<file path="src/rtl/hbt_pkg.sv">
package hbt_pkg;

    typedef enum logic [1:0] {
        IRQ_OFF   = 2'd0,
        IRQ_EDGE  = 2'd1,
        IRQ_LEVEL = 2'd2
    } irq_mode_e;

    localparam int CODE_W = 4;

    localparam logic [CODE_W-1:0] CODE_NONE  = 4'd0;
    localparam logic [CODE_W-1:0] CODE_ACK   = 4'd1;
    localparam logic [CODE_W-1:0] CODE_LEVEL = 4'd2;
    localparam logic [CODE_W-1:0] CODE_OFF   = 4'd3;
    localparam logic [CODE_W-1:0] CODE_EDGE  = 4'd4;

endpackage

</file>
<file path="src/rtl/hbt_reload_reg.sv">
module hbt_reload_reg #(
    parameter int CNT_W  = 24,
    parameter int BYTE_W = 8,
    parameter int SEL_W  = 2
) (
    input  logic              clk,
    input  logic              rst_n,
    input  logic              we,
    input  logic [SEL_W-1:0]  sel,
    input  logic [BYTE_W-1:0] data,
    output logic [CNT_W-1:0]  reload
);
    localparam int NUM_BYTES = (CNT_W + BYTE_W - 1) / BYTE_W;
    localparam int REG_W     = NUM_BYTES * BYTE_W;

    typedef struct packed {
        logic [REG_W-1:0] val;
    } state_t;

    state_t s_d, s_q;

    always_comb begin
        s_d = s_q;
        for (int b = 0; b < NUM_BYTES; b++) begin
            if (we && sel == SEL_W'(b)) begin
                s_d.val[b*BYTE_W +: BYTE_W] = data;
            end
        end
    end

    always_ff @(posedge clk or negedge rst_n) begin
        if (!rst_n) s_q <= '0;
        else        s_q <= s_d;
    end

    assign reload = s_q.val[CNT_W-1:0];
endmodule

</file>
<file path="src/rtl/hbt_counter.sv">
module hbt_counter #(
    parameter int CNT_W = 24
) (
    input  logic             clk,
    input  logic             rst_n,
    input  logic             run,
    input  logic [CNT_W-1:0] reload,
    output logic [CNT_W-1:0] cnt,
    output logic             tc
);
    typedef struct packed {
        logic [CNT_W-1:0] cnt;
    } state_t;

    state_t s_d, s_q;

    assign tc = run && (s_q.cnt == '0);

    always_comb begin
        s_d = s_q;
        if (!run || tc) s_d.cnt = reload;
        else            s_d.cnt = s_q.cnt - 1'b1;
    end

    always_ff @(posedge clk or negedge rst_n) begin
        if (!rst_n) s_q <= '0;
        else        s_q <= s_d;
    end

    assign cnt = s_q.cnt;
endmodule

</file>
<file path="src/rtl/hbt_cmd_dec.sv">
module hbt_cmd_dec #(
    parameter int CTRL_W = 8
) (
    input  logic              clk,
    input  logic              rst_n,
    input  logic              we,
    input  logic [CTRL_W-1:0] data,
    output logic              run,
    output logic              ack_go,
    output logic              off_go,
    output logic              edge_go,
    output logic              level_go
);
    import hbt_pkg::*;

    localparam int RUN_BIT = CODE_W;

    typedef struct packed {
        logic run;
    } state_t;

    state_t s_d, s_q;
    logic [CODE_W-1:0] code;

    assign code = data[CODE_W-1:0];

    always_comb begin
        s_d = s_q;
        if (we && code == CODE_NONE) s_d.run = data[RUN_BIT];
    end

    always_ff @(posedge clk or negedge rst_n) begin
        if (!rst_n) s_q <= '0;
        else        s_q <= s_d;
    end

    assign run      = s_q.run;
    assign ack_go   = we && (code == CODE_ACK);
    assign off_go   = we && (code == CODE_OFF);
    assign edge_go  = we && (code == CODE_EDGE);
    assign level_go = we && (code == CODE_LEVEL);
endmodule

</file>
<file path="src/rtl/hbt_irq_gen.sv">
module hbt_irq_gen #(
    parameter int PULSE_LEN = 2
) (
    input  logic                 clk,
    input  logic                 rst_n,
    input  logic                 tc,
    input  logic                 ack_go,
    input  logic                 off_go,
    input  logic                 edge_go,
    input  logic                 level_go,
    output hbt_pkg::irq_mode_e   mode,
    output logic                 irq_n
);
    import hbt_pkg::*;

    localparam int LEFT_W = $clog2(PULSE_LEN + 1);

    typedef struct packed {
        irq_mode_e         mode;
        logic              low;
        logic [LEFT_W-1:0] left;
    } state_t;

    state_t s_d, s_q;

    always_comb begin
        s_d = s_q;
        if (off_go) begin
            s_d.mode = IRQ_OFF;
            s_d.low  = 1'b0;
            s_d.left = '0;
        end else if (edge_go || level_go) begin
            s_d.mode = edge_go ? IRQ_EDGE : IRQ_LEVEL;
            s_d.low  = 1'b0;
            s_d.left = '0;
        end else begin
            unique case (s_q.mode)
                IRQ_EDGE: begin
                    if (tc) begin
                        s_d.low  = 1'b1;
                        s_d.left = LEFT_W'(PULSE_LEN - 1);
                    end else if (s_q.left != '0) begin
                        s_d.low  = 1'b1;
                        s_d.left = s_q.left - 1'b1;
                    end else begin
                        s_d.low  = 1'b0;
                    end
                end
                IRQ_LEVEL: begin
                    if (tc)          s_d.low = 1'b1;
                    else if (ack_go) s_d.low = 1'b0;
                end
                default: begin
                    s_d.low  = 1'b0;
                    s_d.left = '0;
                end
            endcase
        end
    end

    always_ff @(posedge clk or negedge rst_n) begin
        if (!rst_n) s_q <= '{mode: IRQ_OFF, low: 1'b0, left: '0};
        else        s_q <= s_d;
    end

    assign mode  = s_q.mode;
    assign irq_n = ~s_q.low;
endmodule

</file>
<file path="src/rtl/hb_interval_timer.sv">
module hb_interval_timer #(
    parameter int CNT_W     = 24,
    parameter int BYTE_W    = 8,
    parameter int SEL_W     = 2,
    parameter int CTRL_W    = 8,
    parameter int PULSE_LEN = 2
) (
    input  logic              clk,
    input  logic              rst_n,
    input  logic              rld_we,
    input  logic [SEL_W-1:0]  rld_sel,
    input  logic [BYTE_W-1:0] rld_data,
    input  logic              cmd_we,
    input  logic [CTRL_W-1:0] cmd_data,
    output logic              irq_n
);
    import hbt_pkg::*;

    logic [CNT_W-1:0] reload_val;
    logic [CNT_W-1:0] cnt_val;
    logic             run_flag;
    logic             term_cnt;
    logic             ack_go, off_go, edge_go, level_go;
    irq_mode_e        irq_mode;

    hbt_reload_reg #(.CNT_W(CNT_W), .BYTE_W(BYTE_W), .SEL_W(SEL_W)) u_reload (
        .clk    (clk),
        .rst_n  (rst_n),
        .we     (rld_we),
        .sel    (rld_sel),
        .data   (rld_data),
        .reload (reload_val)
    );

    hbt_cmd_dec #(.CTRL_W(CTRL_W)) u_cmd (
        .clk      (clk),
        .rst_n    (rst_n),
        .we       (cmd_we),
        .data     (cmd_data),
        .run      (run_flag),
        .ack_go   (ack_go),
        .off_go   (off_go),
        .edge_go  (edge_go),
        .level_go (level_go)
    );

    hbt_counter #(.CNT_W(CNT_W)) u_cnt (
        .clk    (clk),
        .rst_n  (rst_n),
        .run    (run_flag),
        .reload (reload_val),
        .cnt    (cnt_val),
        .tc     (term_cnt)
    );

    hbt_irq_gen #(.PULSE_LEN(PULSE_LEN)) u_irq (
        .clk      (clk),
        .rst_n    (rst_n),
        .tc       (term_cnt),
        .ack_go   (ack_go),
        .off_go   (off_go),
        .edge_go  (edge_go),
        .level_go (level_go),
        .mode     (irq_mode),
        .irq_n    (irq_n)
    );
endmodule

</file>
<file path="config.mk">
export PLATFORM = sky130hd
export DESIGN_NAME = hb_interval_timer
export DESIGN_NICKNAME = d
export VERILOG_FILES = /design/src/rtl/hbt_pkg.sv /design/src/rtl/hbt_reload_reg.sv /design/src/rtl/hbt_counter.sv /design/src/rtl/hbt_cmd_dec.sv /design/src/rtl/hbt_irq_gen.sv /design/src/rtl/hb_interval_timer.sv
export SDC_FILE = /design/constraint.sdc
export NUM_CORES = 1
export LEC_CHECK = 0
export ABC_AREA = 1
export BUFFER_PORTS_ARGS = -buffer_cell sky130_fd_sc_hd__buf_2
export CAP_MARGIN = 20
export CORE_UTILIZATION = 50
export DETAILED_ROUTE_END_ITERATION = 10
export PLACE_DENSITY = 0.69
export SLEW_MARGIN = 0
export SYNTH_ARGS = -nofsm -noshare
export SYNTH_HDL_FRONTEND = slang
export SYNTH_SLANG_ARGS = --single-unit
</file>
<file path="constraint.sdc">
create_clock -name clk -period 4 [get_ports clk]
set_input_delay 0.8 -clock clk [delete_from_list [all_inputs] [get_ports clk]]
set_output_delay 0.8 -clock clk [all_outputs]
set_load 0.03 [all_outputs]
</file>
==> reports/metrics.yaml <==
portBuffers: 19
worstSetupPathType: "reg2reg"
track_usage: 0.2222
grt_max_degree: 30
die_area_um2: 5901
cts_made_buffers: 5
cts_tree: "done"
setup-tns-final_ns: 0
reg2reg_to: "u_cnt.cnt[2]"
seq_area_frac_synth: 0.4828
yosysWarnings: 0
grt_pass1_vias: 2134
h-tree-depth: 2
total_power_w: 0.001838
fmax_mhz: 526.7
drt_wl_total_mm: 5.781
cellLeakagePower_nw: 1.469
finalMaxSlewViolations: 0
setup_viol: 0
cp.depth: 9
yosysMostFrequentCell: "nand2_1"
drv_cap: 0
end_kind: "flip-flop"
rows: 26
rr_worst_depth: 9
skew_ns: 0.003142
clock_path_buffers: 2
synth_seq_cells: 54
synth_cell_types: 29
io_pins: 23
start_util: 0.5344
grt_pass1_wl_mm: 10.10
root_buffer: "clkbuf_8"
synth.avg_cell_area_um2: 7.884
coreArea_um2: 5238
diodes: 0
rsz0062_at_grt: "no"
synth_nets: 382
first_pass_iters: 4
reg2reg_from: "u_cnt.cnt[0]"
clkTransAtPathRegs_ns: 0.09
hold_depth: 1
irDropWorstVdd_uv: 266.6
endpoint: "u_cnt.cnt[2]"
crit_family: "simple AND/OR/NAND/NOR gates"
min_path_type: "reg2reg"
synth_top_area_share: 0.4828
vias: 2260
num-nets-final: 402
worstPathArrival_ns: 2.09
drt_iter0_markers: 84
hold_violations: 0
worst_slew_pin_slew_ns: 0.6553
grt_overflow: 0
post_cts_buffers: 0
async_reset_ff_frac: 1.000
cp_num_buf_inv: 2
period_share: 0.4747
r2r_slack_ns: 2.10
worstSetupStartpointType: "flip-flop"
cp.required_ns: 4.19
syn_to_final_growth_pct: 9.075
cts.sinks: 54
crit_start: "u_cnt.cnt[0]"
cts_resized: 0
die_h_um: 76.82
critPathMaxFanout: 28
wl_per_cell_um: 12.96
yosysTopAreaCell: "dfrtp_1"
die_w_um: 76.82
clk_latency_ns: 0.31
status: "complete, no violations"
final.min_clock_period_ns: 1.899
final_layout_size_suffix_gt1_frac: 0.1197
antenna_found_initial: 0
ys.flop_type: "dfrtp_1"
place_congestion: 0.8610
critPathMaxStageDelay_ns: 0.39
relSlewSlack: 0.5631
drc: 0
synth_edf_count: 0
avgViaCountPerCell: 5.067
crit_chain: "inv_1 > ha_1 > nand2_1 > nor2_2 > nand3_2 > nand2_4 > inv_4 > nor2_1 > a31oi_1"
crit_slowest_cell: "dfrtp_1"
synth_commonest_cells: "nand2_1, dfrtp_1, nor2_1"
powerDensity_nw_per_um2: 602.2
post-dp-hpwl_mm: 4.159
synthTopCellsByArea: "dfrtp_1, nand2_1, o21ai_0"
postRouteAntennaNets: 0
syn_inst: 355
postCtsHoldBufs: 0
netlist_area_um2: 2799
-- layout make-up --
| class | count | area [µm²] |
|---|---|---|
| inverters | 31 | 118.9 |
| well taps | 70 | 87.58 |
| fillers | 507 | 2185 |
| flip-flops and latches | 54 | 1351 |
| multi-input cells | 263 | 1282 |
| clock buffers | 6 | 72.57 |
| clock inverters | 2 | 37.54 |
| repair buffers | 20 | 102.6 |
-- stage by stage --
step	cell area (µm²)	hold slack (ns)	utilization	cells	worst slack, ns
finish	3053	0.4762	0.5829	446	2.101
global route	3053	0.4984	0.5829	446	1.951
CTS	3053	0.4787	0.5829	446	2.074
detailed placement	2943	0.4655	0.5619	438	2.070
global placement	2943	0.4627	0.5619	438	2.096
floorplan	2799	0.4378	-	355	2.328
-- sequential cells by signal, indices dropped and copies added (netlist names) --
register         cells
u_cnt.cnt           24
u_reload.reload     24
u_irq.s_q            3
u_irq.mode           2
u_cmd.run            1
-- worst min-delay path by stage --
stage,start,endpoint,slack [ns]
after CTS,u_cnt.cnt[0],u_cnt.cnt[0],0.48
after detailed placement,u_cnt.cnt[0],u_cnt.cnt[0],0.47
final,u_cnt.cnt[0],u_cnt.cnt[0],0.48
after global routing,u_cnt.cnt[0],u_cnt.cnt[0],0.50
after global placement,u_cnt.cnt[0],u_cnt.cnt[0],0.46
after floorplan,u_cnt.cnt[0],u_cnt.cnt[0],0.44
-- cells by family (layout without fill, tap and decap cells) --
logic type / after synthesis / count (layout) / synth area share
DFF: 54 / 54 / 0.4828
buffers and inverters: 38 / 59 / 0.05901
AOI/OAI and AO/OA: 50 / 50 / 0.09343
adders and majority gates: 5 / 5 / 0.02235
xor gates and xnor gates: 14 / 14 / 0.04381
and+or+nand+nor: 194 / 194 / 0.2986
-- layout by cell type, fill, tap and decap left out, types with 2 or more instances in the layout --
master,count
a21oi_1,3
a31oi_1,6
buf_2,19
clkbuf_8,5
dfrtp_1,54
ha_1,5
inv_1,30
nand2_1,101
nand2_2,3
nand3_1,16
nand4_1,6
nor2_1,48
nor2_2,9
nor2_4,2
nor3_1,4
o21ai_0,38
xnor2_1,6
xor2_1,8
-- report_power, final --
group          leakage, nW  switching [W]  internal, W  total, W
registers            0.670       0.000155     0.000704  0.000859
logic                0.747       0.000389     0.000223  0.000612
clock network       0.0514       0.000180     0.000187  0.000367
total                 1.47       0.000724      0.00111   0.00184
-- per-layer routing --
metal / vias to the layer above / share of wire / routed length (µm) / global-route usage
li1: 1173 / - / - / -
met2: 52 / 0.45 / 2577 / 0.3438
met5: - / 0 / 0 / 0
met3: 10 / 0.040 / 231 / 0.05000
met4: 0 / 0.019 / 111 / 0.07115
met1: 1025 / 0.50 / 2862 / 0.3083
(Power assumes the default switching activity.)
